**src/rtl/pwm_pkg.sv**
```systemverilog
package pwm_pkg;

    localparam int unsigned CH_N = 8;
    localparam int unsigned CW   = 8;

    typedef enum logic {
        PH_RUN   = 1'b0,
        PH_START = 1'b1
    } phase_e;

    typedef struct packed {
        logic   tick;
        phase_e phase;
    } tick_ctl_t;

endpackage

```
**src/rtl/pwm_period_ctr.sv**
```systemverilog
module pwm_period_ctr
    import pwm_pkg::*;
#(
    parameter int unsigned W = CW
) (
    input  logic      clk,
    input  logic      rst,
    input  logic      tick_en,
    output tick_ctl_t ctl
);

    logic [W-1:0] cnt_q;

    always_ff @(posedge clk) begin
        if (rst) begin
            cnt_q <= W'(1);
        end else if (tick_en) begin
            cnt_q <= cnt_q - W'(1);
        end
    end

    always_comb begin
        ctl.tick  = tick_en;
        ctl.phase = (tick_en && cnt_q == W'(1)) ? PH_START : PH_RUN;
    end

endmodule

```
**src/rtl/pwm_duty_bank.sv**
```systemverilog
module pwm_duty_bank #(
    parameter int unsigned NCH = 8,
    parameter int unsigned W   = 8,
    localparam int unsigned AW = (NCH > 1) ? $clog2(NCH) : 1
) (
    input  logic                  clk,
    input  logic                  rst,
    input  logic                  wr_en,
    input  logic [AW-1:0]         wr_ch,
    input  logic [W-1:0]          wr_duty,
    output logic [NCH-1:0][W-1:0] duty_o
);

    for (genvar g = 0; g < NCH; g++) begin : g_reg
        always_ff @(posedge clk) begin
            if (rst) begin
                duty_o[g] <= '0;
            end else if (wr_en && wr_ch == AW'(g)) begin
                duty_o[g] <= wr_duty;
            end
        end
    end

endmodule

```
**src/rtl/pwm_channel.sv**
```systemverilog
module pwm_channel
    import pwm_pkg::*;
#(
    parameter int unsigned W = CW
) (
    input  logic      clk,
    input  logic      rst,
    input  tick_ctl_t ctl,
    input  logic [W-1:0] duty,
    output logic      alive_o
);

    logic [W-1:0] cnt_q;

    always_ff @(posedge clk) begin
        if (rst) begin
            cnt_q <= '0;
        end else if (ctl.tick) begin
            if (ctl.phase == PH_START) cnt_q <= duty;
            else                       cnt_q <= cnt_q - W'(1);
        end
    end

    // Counter stays nonzero after the next decrement unless it holds 1.
    assign alive_o = (cnt_q != W'(1));


    unit_duty_chk: assert property (@(posedge clk) disable iff (rst)
        (ctl.tick && ctl.phase == PH_START && duty == W'(1)) |=> !alive_o);

endmodule

```
**src/rtl/pwm_bank_top.sv**
```systemverilog
module pwm_bank_top
    import pwm_pkg::*;
#(
    parameter int unsigned NCH = CH_N,
    parameter int unsigned W   = CW,
    localparam int unsigned AW = (NCH > 1) ? $clog2(NCH) : 1
) (
    input  logic           clk,
    input  logic           rst,
    input  logic           tick_en,
    input  logic           wr_en,
    input  logic [AW-1:0]  wr_ch,
    input  logic [W-1:0]   wr_duty,
    output logic [NCH-1:0] pwm_o
);

    tick_ctl_t             ctl;
    logic [NCH-1:0][W-1:0] duty_all;
    logic [NCH-1:0]        alive;
    logic [NCH-1:0]        state_q;

    pwm_period_ctr #(.W(W)) u_period (
        .clk     (clk),
        .rst     (rst),
        .tick_en (tick_en),
        .ctl     (ctl)
    );

    pwm_duty_bank #(.NCH(NCH), .W(W)) u_duty (
        .clk     (clk),
        .rst     (rst),
        .wr_en   (wr_en),
        .wr_ch   (wr_ch),
        .wr_duty (wr_duty),
        .duty_o  (duty_all)
    );

    for (genvar g = 0; g < NCH; g++) begin : g_ch
        pwm_channel #(.W(W)) u_ch (
            .clk     (clk),
            .rst     (rst),
            .ctl     (ctl),
            .duty    (duty_all[g]),
            .alive_o (alive[g])
        );


        stay_low_chk: assert property (@(posedge clk) disable iff (rst)
            (ctl.phase != PH_START && !state_q[g]) |=> !pwm_o[g]);
    end

    always_ff @(posedge clk) begin
        if (rst) begin
            state_q <= '0;
        end else if (ctl.tick) begin
            if (ctl.phase == PH_START) state_q <= '1;
            else                       state_q <= state_q & alive;
        end
    end

    assign pwm_o = state_q;


    reset_low_chk: assert property (@(posedge clk)
        rst |=> (pwm_o == '0));


    start_high_chk: assert property (@(posedge clk) disable iff (rst)
        (ctl.tick && ctl.phase == PH_START) |=> (&pwm_o));


    hold_idle_chk: assert property (@(posedge clk) disable iff (rst)
        !tick_en |=> $stable(pwm_o));

endmodule

```
**config.mk**
```make
export PLATFORM = sky130hd
export DESIGN_NAME = pwm_bank_top
export DESIGN_NICKNAME = d
export VERILOG_FILES = /design/src/rtl/pwm_pkg.sv /design/src/rtl/pwm_period_ctr.sv /design/src/rtl/pwm_duty_bank.sv /design/src/rtl/pwm_channel.sv /design/src/rtl/pwm_bank_top.sv
export SDC_FILE = /design/constraint.sdc
export NUM_CORES = 1
export LEC_CHECK = 0
export ABC_CLOCK_PERIOD_IN_PS = 2600
export BUFFER_PORTS_ARGS = -buffer_cell sky130_fd_sc_hd__buf_2
export CAP_MARGIN = 20
export CORE_MARGIN = 3
export CORE_UTILIZATION = 35
export CTS_CLUSTER_SIZE = 10
export DETAILED_ROUTE_END_ITERATION = 12
export PLACE_DENSITY = 0.58
export SETUP_SLACK_MARGIN = 0.2
export SKIP_LAST_GASP = 1
export SLEW_MARGIN = 20
export SYNTH_ARGS = -nofsm -noshare
export SYNTH_HDL_FRONTEND = slang
export SYNTH_SLANG_ARGS = --single-unit
```
**constraint.sdc**
```tcl
create_clock -name clk -period 2.6 [get_ports clk]
set_input_delay 0.52 -clock clk [delete_from_list [all_inputs] [get_ports clk]]
set_output_delay 0.52 -clock clk [all_outputs]
set_load 0.005 [all_outputs]
```
== Yosys cells after proc, flatten, opt, wreduce, memory -nomap -nowiden ==
Cells that the tools add are included.

* Add/subtract/negate cells: 9
* Equality and inequality tests: 16
* Mux-type cells: 10
* Bitwise logic cells: 1
* Reductions and logical operators: 10

{| class="wikitable"
|+ Operator list
! kind !! count
|-
| 8-bit 2-to-1 mux || 9
|-
| 8-bit by 1-bit subtractor with 8-bit output (second input constant) || 9
|-
| 8-bit by 1-bit inequality test with 1-bit output (second input constant) || 8
|-
| 3-bit equality test (second input constant) || 4
|-
| 1-bit logical AND || 9
|-
| 8-bit bitwise AND || 1
|-
| 8-bit by 1-bit equality test with 1-bit output (second input constant) || 1
|-
| 3-bit by 2-bit equality test with 1-bit output (second input constant) || 2
|-
| 3-bit by 1-bit equality test with 1-bit output (second input constant) || 1
|-
| 3-bit zero test || 1
|-
| 1-bit 2-to-1 mux || 1
|}

* Bits in registers: 144
* Input port bits: 15

== Depth between registers and ports, before layout ==
* Depth in word-level cells: 4
* Mapped depth: 9

== Modules after synthesis ==
A second synthesis with hierarchy kept.

* Cells, all modules: 845
* Area total of the unflattened synthesis: 7,517.2 um2

{| class="wikitable"
|+ By module, submodules not included
! module !! times used !! cells each !! area an instance (um2) !! seq. area each (um2)
|-
| pwm_channel || 8 || 67 || 525.5 || 160.2
|-
| pwm_duty_bank || 1 || 235 || 2,603.7 || 1,281.2
|-
| pwm_period_ctr || 1 || 41 || 379.1 || 160.2
|-
| pwm_bank_top || 1 || 33 || 330.3 || 160.2
|}

== Least setup slack after synthesis ==
Ideal clock, no wire load.

* Kind: input to register
* From: input port tick_en
* To: register g_ch[4].u_ch.cnt_q[4]
* Setup time: 117 ps
* Arrival: 1,695 ps
* Data required time: 2,483 ps
* Path slack: 787 ps
* Stages: 7
* Path buffers: 3
* Cells stage by stage: buf_2 nor4bb_1 buf_2 nand2_2 buf_2 a21o_1 a32o_1

* Cells in the longest elaborated chain, start to end: 3

{| class="wikitable"
|+ Ends and longest elaborated chain
! what !! RTL line !! text
|-
| start: declaration || pwm_bank_top.sv:10 || <nowiki>input logic tick_en,</nowiki>
|-
| 1-bit logical AND || pwm_period_ctr.sv:24 || <nowiki>ctl.phase = (tick_en && cnt_q == W'(1)) ? PH_START : PH_RUN;</nowiki>
|-
| 1-bit 2-to-1 mux || pwm_period_ctr.sv:24 ||
|-
| 8-bit 2-to-1 mux || pwm_channel.sv:19 || <nowiki>if (ctl.phase == PH_START) cnt_q <= duty;</nowiki>
|-
| end signal: assignment || pwm_channel.sv:19 ||
|-
| end signal: assignment || pwm_channel.sv:20 || <nowiki>else cnt_q <= cnt_q - W'(1);</nowiki>
|-
| end: declaration || pwm_channel.sv:13 || <nowiki>logic [W-1:0] cnt_q;</nowiki>
|}

Parallel ways exist; a longest one is shown, timed or not.
A chain may end at the register's enable or synchronous reset.

== Worst setup path in the final report ==
* From: register u_period.cnt_q[2]
* To: register g_ch[5].u_ch.cnt_q[6]

* Cells in the longest elaborated chain, start to end: 4

{| class="wikitable"
|+ Ends and longest elaborated chain
! what !! RTL line !! text
|-
| start: declaration || pwm_period_ctr.sv:12 || <nowiki>logic [W-1:0] cnt_q;</nowiki>
|-
| start signal: assignment || pwm_period_ctr.sv:18 || <nowiki>cnt_q <= cnt_q - W'(1);</nowiki>
|-
| 8-bit by 1-bit equality test with 1-bit output || pwm_period_ctr.sv:24 ||
|-
| 1-bit logical AND || pwm_period_ctr.sv:24 ||
|-
| 1-bit 2-to-1 mux || pwm_period_ctr.sv:24 ||
|-
| 8-bit 2-to-1 mux || pwm_channel.sv:19 ||
|-
| end signal: assignment || pwm_channel.sv:19 ||
|-
| end signal: assignment || pwm_channel.sv:20 ||
|-
| end: declaration || pwm_channel.sv:13 ||
|}

No other way between the ends.

==> impl_metrics.sql <==
INSERT INTO impl_metrics (metric_group, metric, value, unit) VALUES
('run_status', 'status', 'finished, final reports clean', ''),
('timing', 'final_max_slew_viol_count', '0', ''),
('critical_path', 'cell_family_contributing_the_most_delay_on_the_critical_path', 'simple AND/OR/NAND/NOR gates', ''),
('yosys', 'synth_cells', '870', ''),
('critical_path', 'worstPathCellList', 'or4_4 -> nor2_4 -> buf_12 -> o21ai_1 -> a2111oi_2', ''),
('yosys', 'synth.largest_area_cell', 'sky130_fd_sc_hd__dfxtp_1', ''),
('finish', 'insertedDiodeCount', '0', ''),
('global_route', 'grt_max_degree', '57', ''),
('floorplan', 'die_height', '146', 'um'),
('global_route', 'via_count_of_the_first_global_routing_pass', '5703', ''),
('yosys', 'yosys.cell_types.count', '60', ''),
('flow_run', 'cap_violations', '0', ''),
('drt', 'first_pass_iters', '6', ''),
('floorplan', 'rows', '50', ''),
('cts', 'postCtsSetupRepairBufs', '0', ''),
('power_and_ir_drop', 'vdd_drop_max', '476', 'uV'),
('critical_path', 'critPathRequiredTime', '2.91', 'ns'),
('cts', 'cts.htree.levels', '4', ''),
('cts', 'clock_buffer_depth', '2', ''),
('yosys', 'yosys_most_used_dff', 'sky130_fd_sc_hd__dfxtp_1', ''),
('critical_path', 'critical_path.endpoint', 'g_ch[5].u_ch.cnt_q[6]', ''),
('hold_path', 'worst_hold_startpoint', 'u_duty.duty_o[22]', ''),
('place', 'preCtsSetupSlack', '0.563', 'ns'),
('cts', 'cts_hold_repair.buffers', '0', ''),
('timing', 'maxClockFrequency', '0.514', 'GHz'),
('global_route', 'antenna_violations_before_repair', '0', ''),
('cts', 'clock_insertion_delay_worst_skew', '0.43', 'ns'),
('yosys', 'avgSynthCellArea', '7.93', 'um^2'),
('yosys', 'share_of_async_settable_or_async_resettable_flops_after_synthesis', '0', '%'),
('finish', 'final_cell_area', '0.00783', 'mm^2'),
('place', 'globalplace.congestion', '0.812', ''),
('finish', 'post_route_cells_drive_above_1_share', '9.95', '%'),
('critical_path', 'timing.critical_path.from_type', 'flip-flop', ''),
('critical_path', 'timing.setup.critical_path_class', 'flip-flop to flip-flop', ''),
('finish', 'layout-area-overhead-vs-synth', '13.5', '%'),
('place', 'detailedPlacementHpwl', '12600', 'um'),
('drt', 'avgViaCountPerCell', '5.54', ''),
('critical_path', 'r2r_setup_slack', '0.65', 'ns'),
('floorplan', 'die_x', '146', 'um'),
('timing', 'fin_hold_viols', '0', ''),
('drt', 'detailedRoute.firstIterationViolations', '466', ''),
('yosys', 'synth_largest_type_area_fraction', '41.8', '%'),
('timing', 'finalWorstSetupSlack', '0.655', 'ns'),
('yosys', 'synth.yosys.seq_area_share', '41.8', '%'),
('timing', 'final-setup-viol-count', '0', ''),
('timing', 'finalWorstPathRequiredPeriod', '1.95', 'ns'),
('floorplan', 'core_area', '0.0190', 'mm^2'),
('cts', 'cts.sink_count', '144', ''),
('timing', 'worst_slew_margin_rel', '39.8', '%'),
('drt', 'detailroute.via_count', '6337', ''),
('cts', 'cts_tree', 'yes', ''),
('yosys', 'synth_seq_cells', '144', ''),
('place', 'dpl.cell_count', '1113', ''),
('cts', 'cts_made_buffers', '17', ''),
('drt', 'final_antenna_net_count', '0', ''),
('drt', 'drc', '0', ''),
('timing', 'timing.final.crit_share', '74.8', '%'),
('power_and_ir_drop', 'p_leak', '2.78', 'nW'),
('yosys', 'ys_warn_count', '0', ''),
('hold_path', 'timing.hold.worst.class', 'flip-flop to flip-flop', ''),
('floorplan', 'ioPinCount', '23', ''),
('timing', 'timing_worst_slew_pin_value', '0.900', 'ns'),
('yosys', 'synth_fp_nets', '903', ''),
('critical_path', 'crit_cells', '5', ''),
('cts', 'cts.reportedPaths.clkPinSlew', '0.06', 'ns'),
('power_and_ir_drop', 'power_per_cell_area', '861', 'mW/mm^2'),
('cts', 'cts-resized-gates', '0', ''),
('critical_path', 'timing.critical_path.fanout_max', '39', ''),
('critical_path', 'crit_arrival', '2.26', 'ns'),
('critical_path', 'worst_setup_path_end_kind', 'flip-flop', ''),
('global_route', 'grt_util_all_layers', '18.2', '%');
-- worst register-to-register path, cell delays in order, from the launching register on --
cell                        delay [ns]
sky130_fd_sc_hd__dfxtp_1          0.38
sky130_fd_sc_hd__or4_4            0.58
sky130_fd_sc_hd__nor2_4           0.16
sky130_fd_sc_hd__buf_12           0.23
sky130_fd_sc_hd__o21ai_1          0.13
sky130_fd_sc_hd__a2111oi_2        0.36
-- synth_stat cells, drive strengths merged, types with 7 or more instances --
master / n
a211oi: 12
a21oi: 121
a221oi: 9
a22oi: 9
a32o: 13
buf: 25
clkbuf: 38
dfxtp: 144
ha: 18
inv: 24
nand2: 168
nand2b: 10
nand3: 28
nor2: 55
nor3: 21
nor4: 8
o211ai: 12
o21ai: 50
o22ai: 10
o31ai: 9
o32ai: 10
o41ai: 7
or3: 7
-- logic make-up after synthesis --
group | count (synthesis) | synth area share (%)
AO/OA/AOI/OAI | 284 | 25.9
XOR/XNOR | 8 | 1.02
adder cells (fa/ha/maj) | 18 | 3.27
buffers and inverters | 88 | 6.24
flip-flops | 144 | 41.8
multiplexers | 2 | 0.290
AND/OR/NAND/NOR | 326 | 21.5
-- worst min-delay path by stage --
stage                   endpoint  depth (start not counted)
6_report       u_duty.duty_o[22]                          2
5_1_grt        u_duty.duty_o[19]                          3
4_1_cts        u_duty.duty_o[22]                          2
3_5_place_dp   u_duty.duty_o[22]                          2
3_3_place_gp   u_duty.duty_o[22]                          2
2_1_floorplan  u_duty.duty_o[13]                          2
-- placed cells by master (no fill, tap or decap), types with 6 or more instances in the layout --
cell                        instances
sky130_fd_sc_hd__o31ai_1            9
sky130_fd_sc_hd__o22ai_1           10
sky130_fd_sc_hd__a211oi_1          12
sky130_fd_sc_hd__nor2_1            54
sky130_fd_sc_hd__buf_2             21
sky130_fd_sc_hd__nor4_1             7
sky130_fd_sc_hd__a21oi_1          121
sky130_fd_sc_hd__buf_4             24
sky130_fd_sc_hd__clkbuf_16         17
sky130_fd_sc_hd__o21ai_1           11
sky130_fd_sc_hd__a32o_1            13
sky130_fd_sc_hd__nand2_1          167
sky130_fd_sc_hd__o41ai_1            7
sky130_fd_sc_hd__dfxtp_1          144
sky130_fd_sc_hd__o21ai_0           39
sky130_fd_sc_hd__nand3_1           28
sky130_fd_sc_hd__a221oi_1           8
sky130_fd_sc_hd__or3_1              7
sky130_fd_sc_hd__a22oi_1            9
sky130_fd_sc_hd__nand2b_1          10
sky130_fd_sc_hd__ha_1              18
sky130_fd_sc_hd__nor3_1            21
sky130_fd_sc_hd__or3b_2             6
sky130_fd_sc_hd__o211ai_1          12
sky130_fd_sc_hd__inv_1             24
sky130_fd_sc_hd__o32ai_1           10
-- layout make-up --
type	instances	share of cell area, %
Clock buffer	22	5.93
Clock inverter	9	2.01
Inverter	25	1.20
Multi-Input combinational cell	638	46.0
Sequential cell	144	36.8
Tap cell	260	4.16
Timing Repair Buffer	46	3.90
-- power breakdown --
| group | internal (mW) | switching (mW) |
|---|---|---|
| Clock | 1.65 | 0.945 |
| Sequential | 2.43 | 0.217 |
| Combinational | 0.604 | 0.896 |
| Total | 4.68 | 2.06 |
-- routing by layer --
metal	share of wire (%)	global-route usage, %
met2	44	27.4
met1	50	26.5
met3	4.7	3.54
met5	0	0
met4	1.2	4.94
-- flip-flops by register name, summed over array words and instances, names as in the netlist --
| name | cells |
|---|---|
| g_ch.u_ch.cnt_q | 64 |
| u_duty.duty_o | 64 |
| pwm_o | 8 |
| u_period.cnt_q | 8 |
-- through the flow --
stage	utilization, %	total power [mW]	hold slack, ns
after detailed placement	37.9	4.17	0.445
final	41.2	6.74	0.451
after CTS	41.2	6.76	0.453
after global placement	37.9	4.16	0.439
after floorplan	-	3.77	0.432
after global routing	41.2	7.09	0.465
Power figures use the tool's default switching activity.
